## src/rtl/xfer_seq_pkg.sv

```systemverilog
package xfer_seq_pkg;
  localparam int STAT_W   = 6;
  localparam int ST_FRAG  = 0;
  localparam int ST_BLK   = 1;
  localparam int ST_TRANS = 2;
  localparam int ST_LIST  = 3;
  localparam int ST_CFG   = 4;
  localparam int ST_OVF   = 5;
  localparam int INT_TYPE_MAX = 8;

  typedef enum logic [1:0] {
    REQ_FRAG  = 2'd0,
    REQ_BLK   = 2'd1,
    REQ_TRANS = 2'd2,
    REQ_LIST  = 2'd3
  } req_mode_e;

  // control -> datapath strobes
  typedef struct packed {
    logic step;
    logic listMode;
  } seq_cmd_t;

  // datapath -> control completion flags (same cycle as accepted beat)
  typedef struct packed {
    logic frag;
    logic blk;
    logic trans;
  } seq_end_t;

  function automatic logic [ST_CFG:0] typeMask(input logic [3:0] t);
    logic [ST_CFG:0] m;
    m = '0;
    if (t >= 4'd1 && t <= 4'd6) m[ST_TRANS:ST_FRAG] = t[2:0];
    if (t == 4'd7) m[ST_LIST] = 1'b1;
    if (t == 4'd8) m[ST_CFG] = 1'b1;
    return m;
  endfunction
endpackage

```

## src/rtl/xfer_seq_dp.sv

```systemverilog
module xfer_seq_dp
  import xfer_seq_pkg::*;
#(
  parameter int LEN_W = 8,
  parameter int CNT_W = 8
) (
  input  logic             clk,
  input  logic             rstN,
  input  logic [LEN_W-1:0] cfgFragLen,
  input  logic [CNT_W-1:0] cfgFragsPerBlk,
  input  logic [CNT_W-1:0] cfgBlksPerTrans,
  input  seq_cmd_t         cmd,
  output seq_end_t         ends,
  output logic             fragDone,
  output logic             blkDone,
  output logic             transDone,
  output logic             listDone
);
  logic [LEN_W-1:0] beatCnt;
  logic [CNT_W-1:0] fragCnt;
  logic [CNT_W-1:0] blkCnt;

  always_comb begin
    ends.frag  = cmd.step && (beatCnt == cfgFragLen - LEN_W'(1));
    ends.blk   = ends.frag && (fragCnt == cfgFragsPerBlk - CNT_W'(1));
    ends.trans = ends.blk && (blkCnt == cfgBlksPerTrans - CNT_W'(1));
  end

  always_ff @(posedge clk) begin
    if (!rstN) begin
      beatCnt <= '0;
      fragCnt <= '0;
      blkCnt  <= '0;
    end else if (cmd.step) begin
      beatCnt <= ends.frag ? '0 : beatCnt + LEN_W'(1);
      if (ends.blk)       fragCnt <= '0;
      else if (ends.frag) fragCnt <= fragCnt + CNT_W'(1);
      if (ends.trans)     blkCnt <= '0;
      else if (ends.blk)  blkCnt <= blkCnt + CNT_W'(1);
    end
  end

  always_ff @(posedge clk) begin
    if (!rstN) begin
      fragDone  <= 1'b0;
      blkDone   <= 1'b0;
      transDone <= 1'b0;
      listDone  <= 1'b0;
    end else begin
      fragDone  <= ends.frag;
      blkDone   <= ends.blk;
      transDone <= ends.trans;
      listDone  <= ends.trans && cmd.listMode;
    end
  end

  // completion pulses nest
  a_r4_blk_nests: assert property (@(posedge clk) disable iff (!rstN)
    blkDone |-> fragDone);
  a_r4_trans_nests: assert property (@(posedge clk) disable iff (!rstN)
    transDone |-> blkDone);
  // list completion only alongside transaction completion
  a_r5_list_with_trans: assert property (@(posedge clk) disable iff (!rstN)
    listDone |-> transDone);
  // counters hold without an accepted beat
  a_r11_hold_position: assert property (@(posedge clk) disable iff (!rstN)
    !cmd.step |=> $stable(beatCnt) && $stable(fragCnt) && $stable(blkCnt));
endmodule

```

## src/rtl/xfer_seq_ctrl.sv

```systemverilog
module xfer_seq_ctrl
  import xfer_seq_pkg::*;
#(
  parameter int LEN_W = 8,
  parameter int CNT_W = 8
) (
  input  logic              clk,
  input  logic              rstN,
  input  logic [LEN_W-1:0]  cfgFragLen,
  input  logic [CNT_W-1:0]  cfgFragsPerBlk,
  input  logic [CNT_W-1:0]  cfgBlksPerTrans,
  input  logic [1:0]        cfgReqMode,
  input  logic [3:0]        cfgIntType,
  input  logic              reqStrobe,
  input  logic              beatAccept,
  input  logic [STAT_W-1:0] intClr,
  input  seq_end_t          ends,
  output seq_cmd_t          cmd,
  output logic              beatEn,
  output logic [STAT_W-1:0] intStatus,
  output logic              intLine
);
  logic active, pending;
  logic cfgValid, reqOk, reqBad, unitEnd;
  logic [STAT_W-1:0] statSet;
  req_mode_e mode;

  assign mode = req_mode_e'(cfgReqMode);

  always_comb begin
    cfgValid = (cfgFragLen != '0) && (cfgFragsPerBlk != '0) &&
               (cfgBlksPerTrans != '0) && (cfgIntType <= 4'(INT_TYPE_MAX));
    reqOk  = reqStrobe && cfgValid;
    reqBad = reqStrobe && !cfgValid;
    cmd.step     = active && beatAccept;
    cmd.listMode = (mode == REQ_LIST);
    case (mode)
      REQ_FRAG: unitEnd = ends.frag;
      REQ_BLK:  unitEnd = ends.blk;
      default:  unitEnd = ends.trans;
    endcase
  end

  always_ff @(posedge clk) begin
    if (!rstN) begin
      active  <= 1'b0;
      pending <= 1'b0;
    end else if (!active) begin
      active  <= reqOk;
      pending <= 1'b0;
    end else if (unitEnd) begin
      active  <= pending || reqOk;
      pending <= pending && reqOk;
    end else begin
      pending <= pending || reqOk;
    end
  end

  always_comb begin
    statSet           = '0;
    statSet[ST_FRAG]  = ends.frag;
    statSet[ST_BLK]   = ends.blk;
    statSet[ST_TRANS] = ends.trans;
    statSet[ST_LIST]  = ends.trans && cmd.listMode;
    statSet[ST_CFG]   = reqBad;
    statSet[ST_OVF]   = active && !unitEnd && pending && reqOk;
  end

  for (genvar b = 0; b < STAT_W; b++) begin : g_stat
    always_ff @(posedge clk) begin
      if (!rstN)           intStatus[b] <= 1'b0;
      else if (statSet[b]) intStatus[b] <= 1'b1;
      else if (intClr[b])  intStatus[b] <= 1'b0;
    end
  end

  assign beatEn  = active;
  assign intLine = |(intStatus[ST_CFG:0] & typeMask(cfgIntType));

  // the queue slot is only occupied behind a running unit
  a_r9_pending_needs_active: assert property (@(posedge clk) disable iff (!rstN)
    pending |-> active);
  // a bad request is flagged and starts nothing
  a_r8_bad_flagged: assert property (@(posedge clk) disable iff (!rstN)
    reqBad |=> intStatus[ST_CFG]);
  a_r8_bad_no_start: assert property (@(posedge clk) disable iff (!rstN)
    (!active && reqBad) |=> !beatEn);
  // overflow only from a request meeting a full slot
  a_r10_ovf_cause: assert property (@(posedge clk) disable iff (!rstN)
    $rose(intStatus[ST_OVF]) |-> $past(pending && reqStrobe));
  // type 0 never interrupts
  a_r7_none_quiet: assert property (@(posedge clk) disable iff (!rstN)
    (cfgIntType == 4'd0) |-> !intLine);
endmodule

```

## src/rtl/xfer_seq.sv

```systemverilog
module xfer_seq
  import xfer_seq_pkg::*;
#(
  parameter int LEN_W = 8,
  parameter int CNT_W = 8
) (
  input  logic              clk,
  input  logic              rstN,
  input  logic [LEN_W-1:0]  cfgFragLen,
  input  logic [CNT_W-1:0]  cfgFragsPerBlk,
  input  logic [CNT_W-1:0]  cfgBlksPerTrans,
  input  logic [1:0]        cfgReqMode,
  input  logic [3:0]        cfgIntType,
  input  logic              reqStrobe,
  input  logic              beatAccept,
  input  logic [STAT_W-1:0] intClr,
  output logic              beatEn,
  output logic              fragDone,
  output logic              blkDone,
  output logic              transDone,
  output logic              listDone,
  output logic [STAT_W-1:0] intStatus,
  output logic              intLine
);
  seq_cmd_t cmd;
  seq_end_t ends;

  xfer_seq_ctrl #(.LEN_W(LEN_W), .CNT_W(CNT_W)) u_ctrl (
    .clk(clk), .rstN(rstN),
    .cfgFragLen(cfgFragLen), .cfgFragsPerBlk(cfgFragsPerBlk),
    .cfgBlksPerTrans(cfgBlksPerTrans), .cfgReqMode(cfgReqMode),
    .cfgIntType(cfgIntType), .reqStrobe(reqStrobe), .beatAccept(beatAccept),
    .intClr(intClr), .ends(ends), .cmd(cmd), .beatEn(beatEn),
    .intStatus(intStatus), .intLine(intLine)
  );

  xfer_seq_dp #(.LEN_W(LEN_W), .CNT_W(CNT_W)) u_dp (
    .clk(clk), .rstN(rstN),
    .cfgFragLen(cfgFragLen), .cfgFragsPerBlk(cfgFragsPerBlk),
    .cfgBlksPerTrans(cfgBlksPerTrans), .cmd(cmd), .ends(ends),
    .fragDone(fragDone), .blkDone(blkDone), .transDone(transDone),
    .listDone(listDone)
  );
endmodule

```

## config.mk

```make
export PLATFORM = sky130hd
export DESIGN_NAME = xfer_seq
export DESIGN_NICKNAME = d
export VERILOG_FILES = /design/src/rtl/xfer_seq_pkg.sv /design/src/rtl/xfer_seq_dp.sv /design/src/rtl/xfer_seq_ctrl.sv /design/src/rtl/xfer_seq.sv
export SDC_FILE = /design/constraint.sdc
export NUM_CORES = 1
export LEC_CHECK = 0
export CAP_MARGIN = 25
export CELL_PAD_IN_SITES_DETAIL_PLACEMENT = 1
export CELL_PAD_IN_SITES_GLOBAL_PLACEMENT = 2
export CORE_UTILIZATION = 32
export CTS_CLUSTER_SIZE = 14
export DETAILED_ROUTE_END_ITERATION = 16
export GPL_TIMING_DRIVEN = 0
export PLACE_DENSITY_LB_ADDON = 0.1
export SYNTH_ARGS = -nofsm -noshare
export SYNTH_HDL_FRONTEND = slang
export SYNTH_SLANG_ARGS = --single-unit
```

## constraint.sdc

```tcl
create_clock -name clk -period 5.9 [get_ports clk]
set_clock_uncertainty 0.1 [all_clocks]
set_input_delay 0.59 -clock clk [delete_from_list [all_inputs] [get_ports clk]]
set_output_delay 0.59 -clock clk [all_outputs]
set_load 0.02 [all_outputs]
```

==> flow_results.org, run 1 <==
** Run status
- The flow ran to the end, and the final reports show no timing, DRC or antenna violations.

** GRT
- For this run, the total global-route usage over all layers was measured as 17.2%.
- Overflow left after global routing :: 0
- The via count of the first global-routing pass is 2243.
- Antenna violations before repair :: 0
- Pin count of the biggest net entering global routing :: 12
- Wire length of the first global-routing pass :: 10400 microns

** Yosys
- Most instantiated flip-flop cell in the synthesis netlist :: dfxtp_1
- Multiplexer fraction of the synthesized cell area :: 0.833%
- Number of enable flip-flop cells after synthesis :: 0
- When the netlist entered floorplanning its net count stood at 349.
- The synthesized netlist devotes 33.7% of its cell area to simple gates.
- The cell area that synthesis handed to floorplanning was 0.00240 sq mm.
- By area, the combinational part of the netlist is dominated by simple AND/OR/NAND/NOR gates.
- Number of cells produced by synthesis :: 301
- Sequential cells were found to cover 30.0% of the synthesized design area.
- Summing the areas of all xor and xnor instances in the mapped netlist gives 14.2% of the synthesized area.
- Share of the synthesized area in compound gates (AO/OA/AOI/OAI) :: 13.4%
- In this run the biggest area consumer among cell types represents 30.0% of the synthesized area.
- After synthesis the netlist holds a flip-flop and latch count of 36.
- Counting flops with an async set or reset pin after synthesis yields a share of 0%.
- Avg Synthesized Cell Area :: 7.99 sq um
- Of the total synthesized cell area, the portion taken by full adders, half adders and majority gates is 4.16%.
- The Yosys step of the flow raised 0 warnings.
- After synthesis, the cell types taking the most area are dfxtp_1 30%, xnor2_1 9.1%, nor2_1 6.2%, xor2_1 5.1%, ha_1 4.2%.
- The largest total area in the synthesized netlist belongs to dfxtp_1.
- Count of distinct cell types in the synthesized netlist :: 54

** Placed design
- Summed over all nets, the half-perimeter wirelength after detailed placement is 5180 microns.
- RD Place Congestion :: 0.755
- Prior to clock tree synthesis, the placed netlist has a worst setup slack of 2.19 ns.
- Placed cell count :: 450
- In this run the tool buffered the top-level ports with 50 buffer cells.

** Floorplan
- Core region area :: 0.00725 sq mm
- The initial utilization of the core area, before any placement, comes to 33.1%.
- Top-level I/O count :: 52
- After floorplanning, the core was divided into 31 placement rows.
- Die extent in x :: 88.7 microns
- The floorplan step defined a die boundary enclosing 0.00786 sq mm.
- The floorplan step set the die height to 88.7 microns.

** Setup path
- The worst setup path is launched from a primary input.
- Counting both buffers and inverters, the worst setup path holds a total of 3.
- Broken down by cell family, the worst path's largest delay share belongs to simple AND/OR/NAND/NOR gates.
- Of all nets on the critical path, the largest fanout is 10.
- Data arrival time of the worst path :: 3.43 ns
- Crit path required time :: 5.97 ns
- In this design, the stage delay of the slowest critical-path cell is 0.59 ns.
- Crit. End Element :: flop
- The setup check on the worst reg-to-reg path leaves a slack of 3.38 ns.
- Among all stages on the critical path, the largest delay is contributed by clkdlybuf4s50_1.
- The signal on the critical path passes through clkdlybuf4s50_1, inv_1, ha_1, nor2b_1, or3_1, a31oi_1, nand4_2, or2_1, buf_2, o21ai_0, a21oi_1.
- The worst setup path is of the in2reg kind.

** Pwr
- Across the VDD grid, the largest voltage drop is 0.0720 mV.
- The analysis attributes to cell leakage a power of 1.11 nW.
- Pwr Density :: 166 mW/mm^2
- The completed layout was analyzed and its total power is 0.000519 W.

** Cells and area
- Layout overhead on the synthesized area :: 29.9%
- Cells fill 43.0% of the core in the end.
- Summing all multi-input logic gate instances after layout gives 0.00159 sq mm.
- Final Non-Filler Cells :: 458
- The post-route netlist has 5.85% of its cells at a drive strength greater than 1.
- The net count of the finished layout is 406.
- Number of diodes added for antenna fixing :: 0
- After filler insertion, the fill cell instance count of the layout stands at 916.
- The sequential cells in the finished layout cover a total of 721 sq um.

** Timing
- Post-route fraction of the period consumed by the critical path :: 57.0%
- The worst path meets setup with 2.54 ns of slack.
- Setup violation total in the final timing report :: 0
- The worst path in the final design needs a cycle of 3.36 ns, including I/O delays and setup.
- At the pin with the least slew margin, the transition time is 0.671 ns.
- Max Freq :: 297 MHz
- The final number of max-transition violations was 0.
- Setup repair after global routing left no endpoint under its margin.
- Final setup TNS :: 0 ns
- Max-Slew Margin vs Limit :: 54.9%
- Hold Vio Cnt, Final :: 0

** CTS
- Register clock-pin slew on the reported worst setup and hold paths :: 0.08 ns
- H-tree depth reported by CTS :: 2
- Post CTS Setup Buffer Count :: 0
- Number of gates resized after cts :: 0
- Clock tree synthesis selected as its root buffer the cell clkbuf_8.
- Max Buffers Root-to-Sink :: 2
- The clock drives 36 sinks.
- Hold_buf cts :: 0
- TritonCTS created 5 clock buffers.
- Clock latency on the worst-skew pair :: 0.29 ns
- CTS tree :: done

** Routing
- Antenna Violating Nets Remaining :: 0
- Iteration count of the initial detailed-routing pass :: 4
- In the routed design, unresolved DRC markers number 0.
- After detailed routing, the total wire length is 6380 microns.
- Count of vias placed by the detailed router :: 2298
- Count of routing violations after the opening detailed-route iteration :: 50
- Vias/cell :: 5.02
- Routed wirelength normalized by instance count :: 13.9 microns

** Flow run
- Max-cap violations in this run came to 0.

** Worst hold path
- Kind of path behind the tightest hold check :: reg2reg
==> synthesized netlist by cell type (2+ instances only) <==
| library cell | number |
|---|---|
| nor2_1 | 40 |
| dfxtp_1 | 36 |
| xnor2_1 | 25 |
| nand2_1 | 22 |
| inv_1 | 16 |
| nor3_1 | 16 |
| a21oi_1 | 15 |
| xor2_1 | 14 |
| nand4_1 | 12 |
| nand3_1 | 11 |
| ha_1 | 8 |
| nor2b_1 | 8 |
| o21ai_0 | 8 |
| nand2b_1 | 6 |
| nand3b_1 | 5 |
| clkbuf_1 | 4 |
| a31oi_1 | 3 |
| and2_1 | 3 |
| and3_1 | 3 |
| nor4b_1 | 3 |
| o21ai_1 | 3 |
| a211o_1 | 2 |
| a21o_1 | 2 |
| and3b_1 | 2 |
| buf_2 | 2 |
| mux2i_1 | 2 |
| nor4_2 | 2 |
| or4_1 | 2 |
==> flip-flops by register name, indices dropped and copies added, names as in the netlist <==
signal / flops
u_ctrl.intStatus: 6
u_dp.beatCnt: 8
u_dp.listDone: 1
u_dp.blkDone: 1
u_ctrl.beatEn: 1
u_dp.fragCnt: 8
u_dp.fragDone: 1
u_dp.transDone: 1
u_ctrl.pending: 1
u_dp.blkCnt: 8
==> cells by family (layout without fill, tap and decap cells) <==
group | after synthesis | count (layout)
flip-flops | 36 | 36
adder cells (fa/ha/maj) | 8 | 8
AO/OA/AOI/OAI | 46 | 46
multiplexers | 2 | 2
buffers and inverters | 23 | 81
AND/OR/NAND/NOR | 147 | 147
XOR/XNOR | 39 | 39
==> cells in the final DEF, fill, tap and decap left out, drive strengths merged, types with 2 or more instances in the layout <==
cell type       n
a2111oi         2
a211o           2
a21o            2
a21oi          15
a31oi           3
and2            3
and3            3
and3b           2
buf             2
clkbuf         11
clkdlybuf4s50  50
dfxtp          36
ha              8
inv            17
mux2i           2
nand2          22
nand2b          6
nand3          11
nand3b          5
nand4          13
nor2           40
nor2b           8
nor3           17
nor4            4
nor4b           4
o21ai          11
o31ai           2
or2             2
or4             2
xnor2          25
xor2           14
==> worst paths after layout <==
| kind | cells after the start | from | to |
|---|---|---|---|
| worst max-delay path | 11 | cfgFragLen[0] | u_dp.blkCnt[4]$_SDFFE_PN0P_ |
| worst min-delay path | 2 | u_ctrl.intStatus[5]$_SDFFE_PN0P_ | u_ctrl.intStatus[5]$_SDFFE_PN0P_ |
| worst max register to register | 9 | u_dp.fragCnt[5]$_SDFFE_PN0P_ | u_dp.blkCnt[4]$_SDFFE_PN0P_ |
| worst min register to register | 2 | u_ctrl.intStatus[5]$_SDFFE_PN0P_ | u_ctrl.intStatus[5]$_SDFFE_PN0P_ |
==> area by class of cell <==
cell class / instances / area share, %
multi-input cells: 242 / 51.1
flip-flops and latches: 36 / 23.1
repair buffers: 50 / 16.0
well taps: 99 / 3.97
clock buffers: 7 / 2.77
inverters: 17 / 2.04
plain buffers: 6 / 0.802
clock inverters: 1 / 0.240
==> where the power goes <==
group	switching [W]	leakage, nW	internal (W)
clock	0.0000929	0.0445	0.0000950
combinational	0.0000415	0.779	0.0000437
sequential	0.00000199	0.290	0.000244
total	0.000136	1.11	0.000383
==> stage by stage <==
stage | hold slack (ns) | instance area, sq um
global placement | 0.373 | 3030
CTS | 0.388 | 3120
detailed placement | 0.376 | 3030
finish | 0.383 | 3120
floorplan | 0.373 | 2400
global route | 0.414 | 3120
==> routing by layer <==
metal | vias to the layer above | global-route usage (%) | routed length, microns
li1 | 1171 | - | -
met1 | 1084 | 22.6 | 3130
met2 | 39 | 28.9 | 3020
met3 | 4 | 3.36 | 176
met4 | 0 | 4.25 | 42
met5 | - | 0 | 0
==> worst register-to-register path, delay by kind of cell (launching register included) <==
kind	cells	cell delay, ns
buf+inv	2	0.39
compound gates	3	0.59
simple gates	4	1.05
flops	1	0.30
(Power assumes the default switching activity.)
==> run 2, diff against run 1 <==
Settings changed: CORE_UTILIZATION 32 to 29.
Clock period 5.9 ns to 3.4 ns, I/O delays scaled along.
==> run 2 against run 1 <==
Via count is 1.0% lower. Sequential share of layout area decreased by 0.16 points. Combinational power is 74% higher. Final area up 0.68%. Power up 84%. Register-to-register slack worse by 2.5 ns. Critical path depth stayed put. Critical endpoint is now u_dp.blkCnt[2]$_SDFFE_PN0P_. Largest power group unchanged.
==> flow_results.org, run 2 (same netlist as run 1, synthesis figures left out) <==
** CTS
- Hold_buf cts :: 0 (unchanged)
- Number of gates resized after cts :: 0 (unchanged)
- The TritonCTS sink count came to 36 (unchanged).
- The clock tree from TritonCTS is done (unchanged).
- Clock root cell :: clkbuf_8 (unchanged)
- Max Buffers Root-to-Sink :: 2 (unchanged)
- The H-tree depth is 2 (unchanged).
- Clock latency on the worst-skew pair :: 0.29 ns (about the same)
- The number of buffers added by the clock tree synthesis step came to 5 (unchanged).
- Register clock-pin slew on the reported worst setup and hold paths :: 0.08 ns (about the same)
- The post-CTS setup repair buffer count is 0 (unchanged).

** Routing
- Antenna Violating Nets Remaining :: 0 (unchanged)
- The final routed DRC violation total was 0 (unchanged).
- Vias/cell :: 4.93 (was 5.02)
- Overall routed net length :: 6690 microns (was 6380 microns)
- The detailed router's first-iteration violation count was 38 (was 50).
- Iteration count of the initial detailed-routing pass :: 4 (unchanged)
- Routed wirelength normalized by instance count :: 14.5 microns (was 13.9 microns)
- Count of vias placed by the detailed router :: 2275 (was 2298)

** GRT
- The via count of the first global-routing pass came to 2335 (was 2243).
- All-Layer GR Usage :: 16.6% (was 17.2%)
- The total overflow reported by the global router was 0 (unchanged).
- The wire length of the first global-routing pass is 11300 microns (was 10400 microns).
- Antenna violations before repair :: 0 (unchanged)
- Pin count of the biggest net entering global routing :: 13 (was 12)

** Cells and area
- The post-route cell area was 0.00314 sq mm (was 0.00312 sq mm).
- Number of diodes added for antenna fixing :: 0 (unchanged)
- The number of nets in the finished design was 406 (unchanged).
- Most frequent cells in the layout: 50 x clkdlybuf4s50_1, 40 x nor2_1, 36 x dfxtp_1 (unchanged).
- Layout overhead on the synthesized area :: 30.8% (was 29.9%)
- Leading cell type in the layout, fill and taps excluded :: clkdlybuf4s50_1 (unchanged)
- The share of final-layout standard cells stronger than drive strength 1 was 6.13% (was 5.85%).
- Largest registers :: u_dp.beatCnt: 8 flops, u_dp.blkCnt: 8 flops, u_dp.fragCnt: 8 flops (unchanged)

** Timing
- Based on the critical path, the design can be clocked at up to 317 MHz.
- The worst path in the final design needs a cycle of 3.16 ns, including I/O delays and setup.
- The final critical path takes up 92.9% of the cycle.
- Actual slew at the worst max-slew pin :: 0.680 ns (was 0.671 ns)
- The worst-case hold slack was 0.327 ns (was 0.383 ns).
- Final setup TNS :: 0 ns (unchanged)
- The count of final setup violators is 0 (unchanged).
- The max-slew headroom at the worst pin came to 54.3% (was 54.9%).
- RSZ-0062 raised after global routing: false (unchanged).
- Final number of max-transition violations :: 0 (unchanged)
- The count of endpoints failing hold in the final timing report was 0 (unchanged).

** Pwr
- The cell internal power dissipation is 0.000717 W (was 0.000383 W).
- Clock share of power :: 39.7% (was 36.2%)
- Sequential share of power :: 44.7% (was 47.4%)
- Leakage power :: 1.12 nW (was 1.11 nW)
- The combinational power share is 15.5% (was 16.4%).
- Switching fraction of total power :: 25.0% (was 26.3%)
- The reported net switching power came to 0.000239 W (was 0.000136 W).
- Pwr Density :: 304 mW/mm^2 (was 166 mW/mm^2)
- Max VDD drop :: 0.136 mV (was 0.0720 mV)

** Floorplan
- The count of boundary I/O pins came to 52 (unchanged).
- The initial core utilization is 30.5% (was 33.1%).
- The height of the die is 93.0 microns (was 88.7 microns).
- Floorplan die area :: 0.00866 sq mm (was 0.00786 sq mm)
- The total number of placement rows was 32 (was 31).
- Core region area :: 0.00789 sq mm (was 0.00725 sq mm)
- Die extent in x :: 93.0 microns (was 88.7 microns)

** Setup path
- The highest net fanout along the worst path was 10 (unchanged).
- The arrival time at the worst endpoint came to 3.22 ns (was 3.43 ns).
- The type of destination of the critical path is a flop (unchanged).
- Crit path required time :: 3.46 ns (was 5.97 ns)
- The capturing point of the worst reg2reg path was u_ctrl.pending$_SDFF_PN0_ (was u_dp.blkCnt[4]$_SDFFE_PN0P_).
- The setup slack of the most critical reg-to-reg path came to 0.86 ns (was 3.38 ns).
- Startpoint-to-endpoint class of the critical path :: in2reg (unchanged)
- The critical register-to-register path startpoint was u_dp.blkCnt[7]$_SDFFE_PN0P_ (was u_dp.fragCnt[5]$_SDFFE_PN0P_).
- The kind of start point of the critical path is a primary input (unchanged).
- The depth of the worst register-to-register path came to 7 (was 9).

** Worst hold path
- The origin of the worst min-delay path is rstN (was u_ctrl.intStatus[5]$_SDFFE_PN0P_).
- The endpoint with the worst hold slack is u_ctrl.intStatus[3]$_SDFFE_PN0P_ (was u_ctrl.intStatus[5]$_SDFFE_PN0P_).
- The type of the most critical hold path was in2reg (was reg2reg).
- The number of stages on the worst hold path came to 2 (unchanged).

** Placed design
- The count of buffers inserted at the top-level ports was 50 (unchanged).
- The placement-stage cell area came to 0.00303 sq mm (about the same).
- The weighted congestion at the end of routability-driven global placement was 0.755 (about the same).
- Sum of net half-perimeters after detailed placement :: 5460 microns (was 5180 microns)

** Run status
- Status :: finished clean (unchanged)

** Flow run
- The count of maximum capacitance violations is 0 (unchanged).
-- run 2: cell count changes in the layout (fill, tap and decap cells not counted), sizes merged --
cell,before,now
clkbuf,11,9
bufinv,0,1
clkinv,0,1
-- run 2: layout make-up --
cell class | instances | area, sq um
Fill cell | 971 | 4740
Multi-Input combinational cell | 242 | 1590
Timing Repair Buffer | 50 | 500
Tap cell | 102 | 128
Sequential cell | 36 | 721
Clock inverter | 3 | 42.5
Clock buffer | 5 | 68.8
Inverter | 17 | 63.8
Buffer | 6 | 25.0
-- run 2: worst max-delay path by stage --
stage,from,end,slack [ns],cells after the start
detailed placement,cfgFragLen[0],u_dp.blkCnt[4]$_SDFFE_PN0P_,-0.09,11
global placement,cfgFragLen[0],u_dp.blkCnt[2]$_SDFFE_PN0P_,-0.06,11
CTS,cfgFragLen[0],u_dp.blkCnt[4]$_SDFFE_PN0P_,0.21,11
finish,cfgFragLen[0],u_dp.blkCnt[2]$_SDFFE_PN0P_,0.24,11
floorplan,cfgBlksPerTrans[0],u_ctrl.pending$_SDFF_PN0_,0.97,9
global route,cfgFragLen[0],u_dp.blkCnt[3]$_SDFFE_PN0P_,0.05,11
-- run 2: per-stage QoR --
stage | total power [W] | util [%] | std cells | setup slack (ns)
floorplan | 0.000506 | - | 301 | 0.974
global placement | 0.000586 | 38.4 | 453 | -0.0595
detailed placement | 0.000588 | 38.4 | 453 | -0.0876
CTS | 0.000969 | 39.8 | 461 | 0.211
global route | 0.00100 | 39.8 | 461 | 0.0537
finish | 0.000956 | 39.8 | 461 | 0.241
-- run 2: power by group through the flow --
stage / logic [W] / registers (W) / clock network [W]
floorplan: 0.0000673 / 0.000438 / 0
global placement: 0.000148 / 0.000438 / 0
detailed placement: 0.000150 / 0.000438 / 0
CTS: 0.000151 / 0.000428 / 0.000390
global route: 0.000166 / 0.000428 / 0.000409
finish: 0.000148 / 0.000428 / 0.000380
-- run 2: metal layers --
layer / vias up / part of all wire [%] / GRT usage (%)
li1: 1174 / - / -
met3: 4 / 2.9 / 2.76
met5: - / 0 / 0
met4: 0 / 0.75 / 4.23
met1: 1067 / 49 / 20.9
met2: 30 / 48 / 29.4
-- run 2: critical path, stage by stage --
cell and delay, ns:
clkdlybuf4s50_1 0.60, inv_1 0.11, ha_1 0.27, nor2b_1 0.14, or3_1 0.34, a31oi_1 0.28, nand4_2 0.30, or2_1 0.36
buf_2 0.21, o21ai_0 0.18, a21oi_1 0.08
